## config.mk

```make
export PLATFORM = sky130hd
export DESIGN_NAME = sdram_refresh_seq
export DESIGN_NICKNAME = d
export VERILOG_FILES = /design/src/rtl/rfs_pkg.sv /design/src/rtl/rfs_interval.sv /design/src/rtl/rfs_debt.sv /design/src/rtl/rfs_wait_timer.sv /design/src/rtl/rfs_walker.sv /design/src/rtl/sdram_refresh_seq.sv
export SDC_FILE = /design/constraint.sdc
export NUM_CORES = 1
export LEC_CHECK = 0
export ABC_CLOCK_PERIOD_IN_PS = 6100
export BUFFER_PORTS_ARGS = -buffer_cell sky130_fd_sc_hd__buf_2
export CELL_PAD_IN_SITES_DETAIL_PLACEMENT = 2
export CELL_PAD_IN_SITES_GLOBAL_PLACEMENT = 2
export CORE_MARGIN = 8
export CORE_UTILIZATION = 39
export CTS_BUF_LIST = sky130_fd_sc_hd__clkbuf_8
export DETAILED_ROUTE_END_ITERATION = 12
export PLACE_DENSITY = 0.85
export SLEW_MARGIN = 20
export SYNTH_ARGS = -nofsm -noshare
export SYNTH_HDL_FRONTEND = slang
export SYNTH_HIERARCHICAL = 1
export SYNTH_SLANG_ARGS = --single-unit
```

## constraint.sdc

```tcl
create_clock -name clk -period 6.1 [get_ports clk]
set_input_delay 1.83 -clock clk [delete_from_list [all_inputs] [get_ports clk]]
set_output_delay 1.83 -clock clk [all_outputs]
set_load 0.03 [all_outputs]
```

## src/rtl/rfs_pkg.sv

```systemverilog
package rfs_pkg;

    typedef enum logic [2:0] {
        ST_IDLE,
        ST_ASK,
        ST_PRECHARGE,
        ST_WAIT_RP,
        ST_REFRESH,
        ST_WAIT_RFC
    } rfs_state_e;

    typedef struct packed {
        logic ras_n;
        logic cas_n;
        logic we_n;
        logic a10;
    } sd_cmd_t;

    localparam sd_cmd_t CMD_NOP  = '{ras_n: 1'b1, cas_n: 1'b1, we_n: 1'b1, a10: 1'b0};
    localparam sd_cmd_t CMD_PALL = '{ras_n: 1'b0, cas_n: 1'b1, we_n: 1'b0, a10: 1'b1};
    localparam sd_cmd_t CMD_AREF = '{ras_n: 1'b0, cas_n: 1'b0, we_n: 1'b1, a10: 1'b0};

endpackage

```

## src/rtl/rfs_interval.sv

```systemverilog
module rfs_interval #(
    parameter int unsigned INTERVAL = 1560
) (
    input  logic clk,
    input  logic rst_n,
    output logic tick
);
    localparam int unsigned CW = (INTERVAL > 1) ? $clog2(INTERVAL) : 1;
    localparam logic [CW-1:0] LAST = CW'(INTERVAL - 1);

    logic [CW-1:0] cnt;

    always_ff @(posedge clk) begin
        if (!rst_n)           cnt <= '0;
        else if (cnt == LAST) cnt <= '0;
        else                  cnt <= cnt + 1'b1;
    end

    assign tick = (cnt == LAST);
endmodule

```

## src/rtl/rfs_debt.sv

```systemverilog
module rfs_debt #(
    parameter int unsigned MAX_DEBT = 8
) (
    input  logic clk,
    input  logic rst_n,
    input  logic tick,
    input  logic consume,
    output logic owed,
    output logic full
);
    localparam int unsigned DW = $clog2(MAX_DEBT + 1);
    localparam logic [DW-1:0] TOP = DW'(MAX_DEBT);

    logic [DW-1:0] cnt;

    always_ff @(posedge clk) begin
        if (!rst_n) begin
            cnt <= '0;
        end else if (tick && !consume && cnt != TOP) begin
            cnt <= cnt + 1'b1;
        end else if (consume && !tick && cnt != '0) begin
            cnt <= cnt - 1'b1;
        end
    end

    assign owed = (cnt != '0);
    assign full = (cnt == TOP);
endmodule

```

## src/rtl/rfs_wait_timer.sv

```systemverilog
module rfs_wait_timer #(
    parameter int unsigned WW = 4
) (
    input  logic          clk,
    input  logic          rst_n,
    input  logic          load,
    input  logic [WW-1:0] load_val,
    output logic          expired
);
    logic [WW-1:0] cnt;

    always_ff @(posedge clk) begin
        if (!rst_n)          cnt <= '0;
        else if (load)       cnt <= load_val;
        else if (cnt != '0)  cnt <= cnt - 1'b1;
    end

    assign expired = (cnt == '0);
endmodule

```

## src/rtl/rfs_walker.sv

```systemverilog
module rfs_walker #(
    parameter int unsigned ROWS  = 4096,
    parameter int unsigned BANKS = 4,
    parameter int unsigned RW    = 12,
    parameter int unsigned BW    = 2
) (
    input  logic          clk,
    input  logic          rst_n,
    input  logic          step,
    output logic [RW-1:0] row,
    output logic [BW-1:0] bank,
    output logic          wrap
);
    localparam logic [RW-1:0] LAST_ROW = RW'(ROWS - 1);

    logic bank_last;

    generate
        if (BANKS > 1) begin : g_banks
            localparam logic [BW-1:0] LAST_BANK = BW'(BANKS - 1);
            logic [BW-1:0] bank_q;
            always_ff @(posedge clk) begin
                if (!rst_n)    bank_q <= '0;
                else if (step) bank_q <= (bank_q == LAST_BANK) ? '0 : bank_q + 1'b1;
            end
            assign bank      = bank_q;
            assign bank_last = (bank_q == LAST_BANK);
        end else begin : g_single
            assign bank      = '0;
            assign bank_last = 1'b1;
        end
    endgenerate

    always_ff @(posedge clk) begin
        if (!rst_n) begin
            row  <= '0;
            wrap <= 1'b0;
        end else begin
            wrap <= step && bank_last && (row == LAST_ROW);
            if (step && bank_last) row <= (row == LAST_ROW) ? '0 : row + 1'b1;
        end
    end
endmodule

```

## src/rtl/sdram_refresh_seq.sv

```systemverilog
module sdram_refresh_seq
    import rfs_pkg::*;
#(
    parameter int unsigned INTERVAL = 1560,
    parameter int unsigned MAX_DEBT = 8,
    parameter int unsigned T_RP     = 3,
    parameter int unsigned T_RFC    = 9,
    parameter int unsigned ROWS     = 4096,
    parameter int unsigned BANKS    = 4,
    localparam int unsigned RW = (ROWS > 1) ? $clog2(ROWS) : 1,
    localparam int unsigned BW = (BANKS > 1) ? $clog2(BANKS) : 1
) (
    input  logic             clk,
    input  logic             rst_n,
    input  logic [BANKS-1:0] bank_open,
    input  logic             grant,
    output logic             req,
    output logic             urgent,
    output logic             busy,
    output logic             cke,
    output logic             ras_n,
    output logic             cas_n,
    output logic             we_n,
    output logic             a10,
    output logic [RW-1:0]    ref_row,
    output logic [BW-1:0]    ref_bank,
    output logic             wrap
);
    localparam int unsigned WMAX    = (T_RP > T_RFC) ? T_RP : T_RFC;
    localparam int unsigned WW      = $clog2(WMAX + 1);
    localparam int unsigned RP_LOAD = (T_RP  >= 2) ? T_RP  - 2 : 0;
    localparam int unsigned RFC_LOAD = (T_RFC >= 2) ? T_RFC - 2 : 0;

    rfs_state_e    state, nxt;
    sd_cmd_t       cmd;
    logic          tick, owed, full, consume;
    logic          tm_load, tm_expired;
    logic [WW-1:0] tm_val;

    rfs_interval #(.INTERVAL(INTERVAL)) u_interval (
        .clk  (clk),
        .rst_n(rst_n),
        .tick (tick)
    );

    rfs_debt #(.MAX_DEBT(MAX_DEBT)) u_debt (
        .clk    (clk),
        .rst_n  (rst_n),
        .tick   (tick),
        .consume(consume),
        .owed   (owed),
        .full   (full)
    );

    rfs_wait_timer #(.WW(WW)) u_wait (
        .clk     (clk),
        .rst_n   (rst_n),
        .load    (tm_load),
        .load_val(tm_val),
        .expired (tm_expired)
    );

    rfs_walker #(.ROWS(ROWS), .BANKS(BANKS), .RW(RW), .BW(BW)) u_walker (
        .clk  (clk),
        .rst_n(rst_n),
        .step (consume),
        .row  (ref_row),
        .bank (ref_bank),
        .wrap (wrap)
    );

    // State register
    always_ff @(posedge clk) begin
        if (!rst_n) state <= ST_IDLE;
        else        state <= nxt;
    end

    // Transitions
    always_comb begin
        nxt = state;
        unique case (state)
            ST_IDLE:      if (owed)       nxt = ST_ASK;
            ST_ASK:       if (grant)      nxt = (|bank_open) ? ST_PRECHARGE : ST_REFRESH;
            ST_PRECHARGE:                 nxt = ST_WAIT_RP;
            ST_WAIT_RP:   if (tm_expired) nxt = ST_REFRESH;
            ST_REFRESH:                   nxt = ST_WAIT_RFC;
            ST_WAIT_RFC:  if (tm_expired) nxt = ST_IDLE;
            default:                      nxt = ST_IDLE;
        endcase
    end

    // Outputs
    always_comb begin
        cmd     = CMD_NOP;
        req     = 1'b0;
        busy    = 1'b0;
        consume = 1'b0;
        tm_load = 1'b0;
        tm_val  = '0;
        unique case (state)
            ST_IDLE: ;
            ST_ASK: req = 1'b1;
            ST_PRECHARGE: begin
                cmd     = CMD_PALL;
                busy    = 1'b1;
                tm_load = 1'b1;
                tm_val  = WW'(RP_LOAD);
            end
            ST_WAIT_RP: busy = 1'b1;
            ST_REFRESH: begin
                cmd     = CMD_AREF;
                busy    = 1'b1;
                consume = 1'b1;
                tm_load = 1'b1;
                tm_val  = WW'(RFC_LOAD);
            end
            ST_WAIT_RFC: busy = 1'b1;
            default: ;
        endcase
    end

    assign urgent = full;
    assign cke    = 1'b1;
    assign ras_n  = cmd.ras_n;
    assign cas_n  = cmd.cas_n;
    assign we_n   = cmd.we_n;
    assign a10    = cmd.a10;
endmodule

```

==> run summary, run 1 <==
Nets - 260
Die Wd - 87.4 um
Commonest non-fill, non-tap cell in the layout - dfxtp_1
Util after Layout - 0.456
Status - finished, final reports clean
Ratio of cells with drive above 1 in the final layout - 0.233
CTS max path bufs - 2
Final GP Congestion - 0.732
Die Area - 7630 um2
Dpl cell area - 2190 um2
Ports - 30
Post-synthesis cell area - 1990 um2
Core area - 5010 um2
Cells after synthesis - 214
Post-synthesis sequential area ratio - 0.373
Avg Inst Size Synth - 9.28 um2
Vias in the first global route - 1850
Wire length per cell - 16.4 um
GRT Util Overall - 0.150
CP Data Required Time - 4.27 ns
Pre-antenna DRT Iters - 4
Top FF cell, synth - dfxtp_1
P&R area growth vs syn - 15.1%
Pin count of the biggest net entering global routing - 15
EDFF count, synth - 0
Postcts setup bufs - 0
CTS tree - yes
VDD IR max - 0.116 mV
Crit share post-route - 0.586
CP endpoint kind - output port
Final wirelength - 5.17 mm
R2r setup slk - 3.02 ns
# H-tree levels - 2
Asr flop ratio synth - 0
TritonCTS Sinks - 37
Power per Cell Area - 234 nW/um2
CP max FO - 12
RSZ-0062 raised after global routing - false
Largest cells by area after synthesis - dfxtp_1, xnor2_1, nor2_1
Number of max-cap violations - 0
Post-DP HPWL - 3.91 mm
Seq cells post-synth - 37
Startpoint types - register
Iter 0 DRT Violations - 20
Setup violations, final - 0
Hold Fails Final Rpt - 0
Synth warn - 6
Critical Path AT - 1.75 ns
Via count - 1648
Worst rel slew slack - 0.547
P_leak - 0.000877 uW
TNS Setup - 0 ns
Post-Syn Nets - 229
Via density - 5.23
Worst path slowest cell - dfxtp_1
Initial antenna violation count - 0
Worst-skew pair later-pin latency - 0.29 ns
Final setup skew - 0.00422 ns
Fin area - 2280 um2
Clock buffer count from CTS - 5
Grt ovf - 0
Min-delay worst type - register to register
N_diodes - 0
Commonest cells after routing, fill and taps aside - dfxtp_1, buf_2, nor2_1
Std-Cell Rows - 26
CP max stage delay - 0.59 ns
Hold buffers post-CTS - 0
Synth top area share - 0.373
Crit path cell chain - xor2_1, nor2b_1, inv_1, buf_2
Slew @ Worst Pin - 0.677 ns
Final Max Slew Viols - 0
Minimum clock period - 3.58 ns
DR DRC count - 0
First-pass GRT wire length - 9.05 mm
Initial Util - 0.396
Post-CTS resize count - 0
Vert. Die Dim - 87.4 um
ANT nets after route - 0
Fmax - 280 MHz
Yosys cell types - 57
Leading area contributor after synthesis - dfxtp_1
Crit Path Class - register to output port
Port bufs - 28
Root Buffer - clkbuf_8
Clock transition at path regs - 0.07 ns
[critical path: cells and delay by family, from the launching register on]
family / cells / cell delay (ns)
buffers and inverters: 2 / 0.26
flip-flops: 1 / 0.59
XOR/XNOR: 1 / 0.20
AND/OR/NAND/NOR: 1 / 0.41
[where the power goes]
group          internal [uW]  switching [uW]
Clock                   88.0            84.6
Combinational           48.0            45.4
Sequential               254            13.6
[final cells by class]
class | instances | area (um2)
Clock buffer | 6 | 82.6
Clock inverter | 1 | 3.75
Fill cell | 579 | 2730
Inverter | 11 | 41.3
Multi-Input combinational cell | 161 | 1180
Sequential cell | 37 | 741
Tap cell | 70 | 87.6
Timing Repair Buffer | 29 | 148
[routing by layer]
layer	share of wire	vias to the layer above	routed length [um]	GRT usage
met5	0	-	0	0
met4	0.014	0	73	0.0563
met3	0.037	5	192	0.0387
met2	0.51	26	2660	0.260
met1	0.43	809	2250	0.172
li1	-	808	-	-
[path summary, 6_finish.rpt]
check	start	end	cells after the start
worst max-delay path	state[1]	ras_n	4
worst min-delay path	u_interval/cnt[10]	u_interval/cnt[10]	2
worst max register to register	u_interval/cnt[0]	u_debt/cnt[3]	10
worst min register to register	u_interval/cnt[10]	u_interval/cnt[10]	2
[per-stage QoR]
step	cells	power (uW)	setup slack (ns)	hold slack [ns]
CTS	315	545	2.50	0.499
floorplan	214	346	2.63	0.447
global placement	308	362	2.90	0.465
finish	315	534	2.52	0.493
global route	315	566	2.34	0.519
detailed placement	308	369	2.81	0.484
[cells in the mapped netlist, types with 2 or more instances]
cell,n
nor4_1,5
ha_1,7
nand2b_1,5
or4_1,2
or3_2,3
a21oi_1,10
nand4b_1,2
o211a_1,2
nand2_1,11
o31ai_1,3
conb_1,2
nand3_1,14
mux2i_1,3
nor2_1,25
xor2_1,6
nand4_1,3
dfxtp_1,37
buf_4,3
nor3b_1,2
nor2b_1,2
inv_1,11
o21ai_0,4
xnor2_1,15
nor3_1,4
[cells by family (layout without fill, tap and decap cells)]
| family | Yosys count | in the layout | share of synthesized area |
|---|---|---|---|
| xor gates and xnor gates | 21 | 21 | 0.0926 |
| muxes | 6 | 6 | 0.0397 |
| buffers and inverters | 16 | 47 | 0.0403 |
| adders and majority gates | 8 | 8 | 0.0542 |
| DFF | 37 | 37 | 0.373 |
| AOI/OAI and AO/OA | 30 | 30 | 0.111 |
| and+or+nand+nor | 94 | 94 | 0.285 |
| other | 2 | 2 | 0.00378 |
[registers in the layout (all words and copies together) (netlist names)]
register        cells
state               3
u_walker/bank       2
u_walker/wrap       1
u_walker/row       12
u_debt/cnt          4
u_interval/cnt     11
u_wait/cnt          4
Power figures use the tool's default switching activity.
==> run 2, diff against run 1 <==
- ABC_CLOCK_PERIOD_IN_PS: 6100 -> 2890
- CORE_UTILIZATION: 39 -> 33
- PLACE_DENSITY: 0.85 -> 0.76
- clock period: 6.1 -> 2.89 ns (I/O delays scaled with it)
==> run 2 against run 1 <==
Via count rose by 0.97%. Combinational power rose by 120%. Sequential share of layout area fell by 0.84 points. Clock power rose to 2.7 times the previous value. Power rose by 130%. Clock skew rose by 0.0044 ns. Register-to-register slack got worse by 2.8 ns. Wire length fell by 5.1%. Largest cell class unchanged. Cell count rose by 3.2%.
==> run summary, run 2 (same netlist as run 1, synthesis figures left out) <==
Status - finished, final reports clean
Final setup skew - 0.00859 ns (+0.00437 ns)
CP endpoint kind - register
TritonCTS Sinks - 37 (unchanged)
Vert. Die Dim - 93.6 um (+7.1%)
Final Max Slew Viols - 0 (unchanged)
First-pass GRT wire length - 8.49 mm (-6.2%)
Wire length per cell - 15.1 um (-8.0%)
Initial antenna violation count - 0 (unchanged)
Dpl cell area - 2220 um2 (+1.7%)
Pin count of the biggest net entering global routing - 15 (unchanged)
Post-CTS resize count - 0 (unchanged)
Fmax - 378 MHz
Final GP Congestion - 0.721 (-1.5%)
Reg2Reg Capture Point - u_debt/cnt[3]
Top reg by flops - u_walker/row
P_leak - 0.000912 uW (+4.0%)
ANT nets after route - 0 (unchanged)
Clock buffer count from CTS - 5 (unchanged)
Postcts setup bufs - 0 (unchanged)
Post-DP HPWL - 3.76 mm (-3.9%)
CTS max path bufs - 2 (unchanged)
TNS Setup - 0 ns (unchanged)
Clock transition at path regs - 0.07 ns (about the same)
Std-Cell Rows - 28 (+7.7%)
Die Wd - 93.6 um (+7.1%)
Top Registers - u_walker/row: 12 flops, u_interval/cnt: 11 flops
DR DRC count - 0 (unchanged)
CP max FO - 5 (-7)
Port bufs - 28 (unchanged)
Max reg flops - 12 (unchanged)
Fin area - 2350 um2 (+2.8%)
Power per Cell Area - 523 nW/um2 (+120%)
Hold path startpoint - u_interval/cnt[0]
Startpoint types - register
Minimum clock period - 2.65 ns
Worst Reg-to-Reg Cells - 10 (unchanged)
CTS tree - yes
Worst setup startpoint - u_interval/cnt[1]
Hold buffers post-CTS - 0 (unchanged)
Slew @ Worst Pin - 0.516 ns (-0.161 ns)
Iter 0 DRT Violations - 39 (+95%)
Ports - 30 (unchanged)
Grt ovf - 0 (unchanged)
RSZ-0062 raised after global routing - false
Number of max-cap violations - 0 (unchanged)
Pre-antenna DRT Iters - 4 (unchanged)
Min-delay worst type - register to register
Setup violations, final - 0 (unchanged)
# H-tree levels - 2 (unchanged)
Worst-skew pair later-pin latency - 0.30 ns (about the same)
VDD IR max - 0.328 mV (+180%)
Fillers - 689 (+19%)
Critical path endpoint - u_debt/cnt[3]
Final wirelength - 4.91 mm (-5.1%)
CP Data Required Time - 3.08 ns (-1.19 ns)
GRT Util Overall - 0.121 (-0.0292)
Nets - 264 (+1.5%)
Commonest cells after routing, fill and taps aside - dfxtp_1, buf_2, nor2_1
R2r setup slk - 0.24 ns (-2.78 ns)
Die Area - 8760 um2 (+15%)
Reg2reg start - u_interval/cnt[1]
N_diodes - 0 (unchanged)
Vias in the first global route - 1772 (-4.2%)
Commonest non-fill, non-tap cell in the layout - dfxtp_1
Core area - 5890 um2 (+17%)
Hold Fails Final Rpt - 0 (unchanged)
Ratio of cells with drive above 1 in the final layout - 0.260 (+0.0273)
P&R area growth vs syn - 18.3%
Via count - 1664 (+0.97%)
Via density - 5.12 (-2.1%)
Root Buffer - clkbuf_8
Critical Path AT - 2.84 ns (+1.09 ns)
Worst rel slew slack - 0.652 (+0.105)
Crit share post-route - 0.916
Crit Path Class - register to register
Initial Util - 0.337 (-0.0590)
run 2: area by class of cell:
cell class,count,area (um2),share of cell area
Multi-Input combinational cell,161,1180,0.502
Inverter,11,41.3,0.0176
Tap cell,75,93.8,0.0399
Clock inverter,2,33.8,0.0144
Timing Repair Buffer,33,178,0.0756
Sequential cell,37,742,0.316
Clock buffer,6,82.6,0.0351
run 2: routing by layer:
metal / up-vias / routed length [um] / GRT usage
li1: 816 / - / -
met1: 815 / 2220 / 0.138
met2: 26 / 2330 / 0.202
met3: 7 / 247 / 0.0304
met4: 0 / 107 / 0.0674
met5: - / 0 / 0
run 2: worst min path at each step:
stage	endpoint	slack (ns)	depth (start not counted)
2_1_floorplan	u_interval/cnt[10]	0.45	2
3_3_place_gp	u_interval/cnt[0]	0.48	1
3_5_place_dp	u_interval/cnt[10]	0.49	2
4_1_cts	u_interval/cnt[10]	0.50	2
5_1_grt	u_interval/cnt[0]	0.50	1
6_report	u_interval/cnt[0]	0.47	1
run 2: stage by stage:
step | total power (uW) | hold WS (ns) | cells | utilization | worst slack [ns]
after global routing | 1290 | 0.505 | 325 | 0.399 | 0.00890
after detailed placement | 776 | 0.491 | 317 | 0.378 | 0.112
after CTS | 1250 | 0.500 | 325 | 0.398 | 0.0865
after global placement | 773 | 0.477 | 317 | 0.378 | 0.245
final | 1230 | 0.466 | 325 | 0.399 | 0.243
after floorplan | 731 | 0.447 | 214 | - | 0.252
run 2: power breakdown:
part	internal [uW]	total, uW	switching (uW)
logic	102	201	98.7
registers	537	562	25.5
clock network	278	466	189
total	917	1230	313
run 2: critical path, cell delays in order (launching register included):
cell	delay (ns)
dfxtp_1	0.40
ha_1	0.21
nand4b_1	0.15
nor4_2	0.28
nor2b_2	0.24
nand2b_1	0.13
ha_1	0.29
a21o_2	0.21
a21oi_1	0.16
mux4_2	0.30
and2_1	0.17
==> run 3, diff against run 2 <==
- CORE_ASPECT_RATIO: not set -> 2
- GPL_TIMING_DRIVEN: not set -> 0
==> run 3 against run 2 <==
Core utilization shrank 0.43 points. Count of clock-buffer cells in the layout unchanged. Combinational power shrank 5%. Cell area decreased by 0.75%. Hold slack improved by 0.033 ns. Worst setup slack worse by 0.026 ns. First-iteration DRC count up 31%. Critical path type is now register to output port. Largest cell class unchanged.
==> run summary, run 3 (same netlist as run 1, synthesis figures left out) <==
Clock buffer count from CTS - 5 (unchanged)
Critical Path AT - 1.81 ns (-1.03 ns)
N_diodes - 0 (unchanged)
Ratio of cells with drive above 1 in the final layout - 0.256 (-0.00400)
Via count - 1654 (-0.60%)
Final Max Slew Viols - 0 (unchanged)
Max reg flops - 12 (unchanged)
Hold Fails Final Rpt - 0 (unchanged)
Worst path slowest cell - nor2b_1
CTS tree - yes
Number of max-cap violations - 0 (unchanged)
TritonCTS Sinks - 37 (unchanged)
Hold_ws - 0.499 ns (+0.0330 ns)
Switch Pwr - 301 uW (-3.7%)
VDD IR max - 0.316 mV (-3.8%)
Power per Cell Area - 482 nW/um2 (-7.8%)
Worst rel slew slack - 0.613 (-0.0387)
Startpoint types - register
Vias in the first global route - 1793 (+1.2%)
Worst hold stages - 2 (+1)
Fmax - 374 MHz (-0.98%)
Top Registers - u_walker/row: 12 flops, u_interval/cnt: 11 flops
RSZ-0062 raised after global routing - false
CP endpoint kind - output port
Internal Power - 824 uW (-10%)
Sequential share of power - 0.502 (+0.045)
Post-DP HPWL - 3.79 mm (+0.81%)
Commonest non-fill, non-tap cell in the layout - dfxtp_1
Crit Path Class - register to output port
Slew @ Worst Pin - 0.579 ns (+0.0631 ns)
Util after Layout - 0.395 (-0.00432)
R2r setup slk - 0.24 ns (about the same)
Via density - 5.28 (+3.2%)
Wire length per cell - 15.7 um (+3.7%)
Crit path cell chain - buf_4, xor2_1, nor2b_1, inv_1, buf_2
Port bufs - 28 (unchanged)
CP Data Required Time - 2.02 ns (-1.06 ns)
Final GP Congestion - 0.719 (-0.31%)
Final setup skew - 0.00653 ns (-0.00205 ns)
Die Wd - 70.9 um (-24%)
Status - finished, final reports clean
Switching Share - 0.268 (+0.0132)
Top reg by flops - u_walker/row
Delay-heaviest family, CP - simple AND/OR/NAND/NOR gates
Hold buffers post-CTS - 0 (unchanged)
Crit share post-route - 0.925 (+0.00909)
P_leak - 0.000900 uW (-1.4%)
Clock power frac - 0.328 (-0.051)
Pre-CTS setup slack - -0.132 ns (-0.244 ns)
Final wirelength - 4.90 mm (-0.14%)
CTS max path bufs - 2 (unchanged)
Worst Reg-to-Reg Cells - 10 (unchanged)
Nets - 265 (+0.38%)
Core area - 5910 um2 (+0.34%)
Commonest cells after routing, fill and taps aside - dfxtp_1, buf_2, nor2_1
Iter 0 DRT Violations - 51 (+31%)
Final setup margin - 0.216 ns (-0.0263 ns)
Die Area - 8910 um2 (+1.7%)
Min-delay worst type - register to register
ANT nets after route - 0 (unchanged)
Initial Util - 0.336 (-0.00114)
Hold Path Sink - u_interval/cnt[10]
Hold path startpoint - u_interval/cnt[10]
DR DRC count - 0 (unchanged)
CP max stage delay - 0.50 ns (+0.10 ns)
CP Buf/Inv Count - 3 (+3)
Power share of the combinational group - 0.170 (+0.007)
Vert. Die Dim - 126 um (+34%)
GRT Util Overall - 0.121 (+0.000258)
Setup violations, final - 0 (unchanged)
Std-Cell Rows - 40 (+43%)
Initial antenna violation count - 0 (unchanged)
Clock transition at path regs - 0.07 ns (about the same)
Grt ovf - 0 (unchanged)
CP max FO - 10 (+5)
Reg2reg start - u_interval/cnt[0]
Ports - 30 (unchanged)
Pin count of the biggest net entering global routing - 15 (unchanged)
Pre-antenna DRT Iters - 4 (unchanged)
Worst-skew pair later-pin latency - 0.29 ns (about the same)
First-pass GRT wire length - 8.81 mm (+3.8%)
# H-tree levels - 2 (unchanged)
Root Buffer - clkbuf_8
Reg2Reg Capture Point - u_debt/cnt[3]
P&R area growth vs syn - 17.5%
Minimum clock period - 2.67 ns (+0.0263 ns)
run 3: timing repair:
action	CTS	global route
buffers inserted	0	1
pin swaps	0	1
setup endpoints to repair	1	1
gates resized for setup	2	3
run 3: final cells by class:
class                      count  area [um2]
timing repair buffer          29         148
clock buffer                   6        82.6
clock inverter                 1        3.75
inverter                      11        41.3
multi-input combinational    161        1200
buffer                         5        38.8
sequential                    37         741
tap                           63        78.8
fill                         691        3570
run 3: worst max path at each step:
stage | endpoint | startpoint | slack (ns) | cells after the start
6_report | ras_n | state[1] | 0.22 | 5
5_1_grt | ras_n | state[1] | 0.007 | 5
4_1_cts | u_debt/cnt[3] | u_interval/cnt[0] | 0.0001 | 10
3_5_place_dp | u_debt/cnt[3] | u_interval/cnt[0] | -0.13 | 10
3_3_place_gp | u_debt/cnt[3] | state[1] | -0.22 | 9
2_1_floorplan | u_debt/cnt[3] | state[1] | 0.25 | 9
run 3: power groups by stage:
stage	sequential, uW	clock [uW]	combinational (uW)
detailed placement	579	0	197
floorplan	571	0	160
CTS	567	389	197
global placement	575	0	188
global route	570	398	218
finish	565	369	191
run 3: through the flow:
step / power [uW] / TNS [ns] / instances / area (um2)
floorplan: 731 / 0 / 214 / 1990
global placement: 763 / -0.794 / 305 / 2200
detailed placement: 775 / -0.132 / 305 / 2210
CTS: 1150 / 0 / 312 / 2310
global route: 1190 / 0 / 313 / 2330
finish: 1120 / 0 / 313 / 2330
run 3: worst min-delay path: stages (launching register included):
cell and delay [ns]:
dfxtp_1 0.33, o31ai_1 0.07, a21oi_1 0.06
run 3: layer usage:
metal  global-route usage  up-vias  share of wire
met1                0.131      811           0.42
li1                     -      815              -
met4               0.0519        0          0.014
met3               0.0318        5          0.040
met2                0.213       23           0.52
met5                    0        -              0
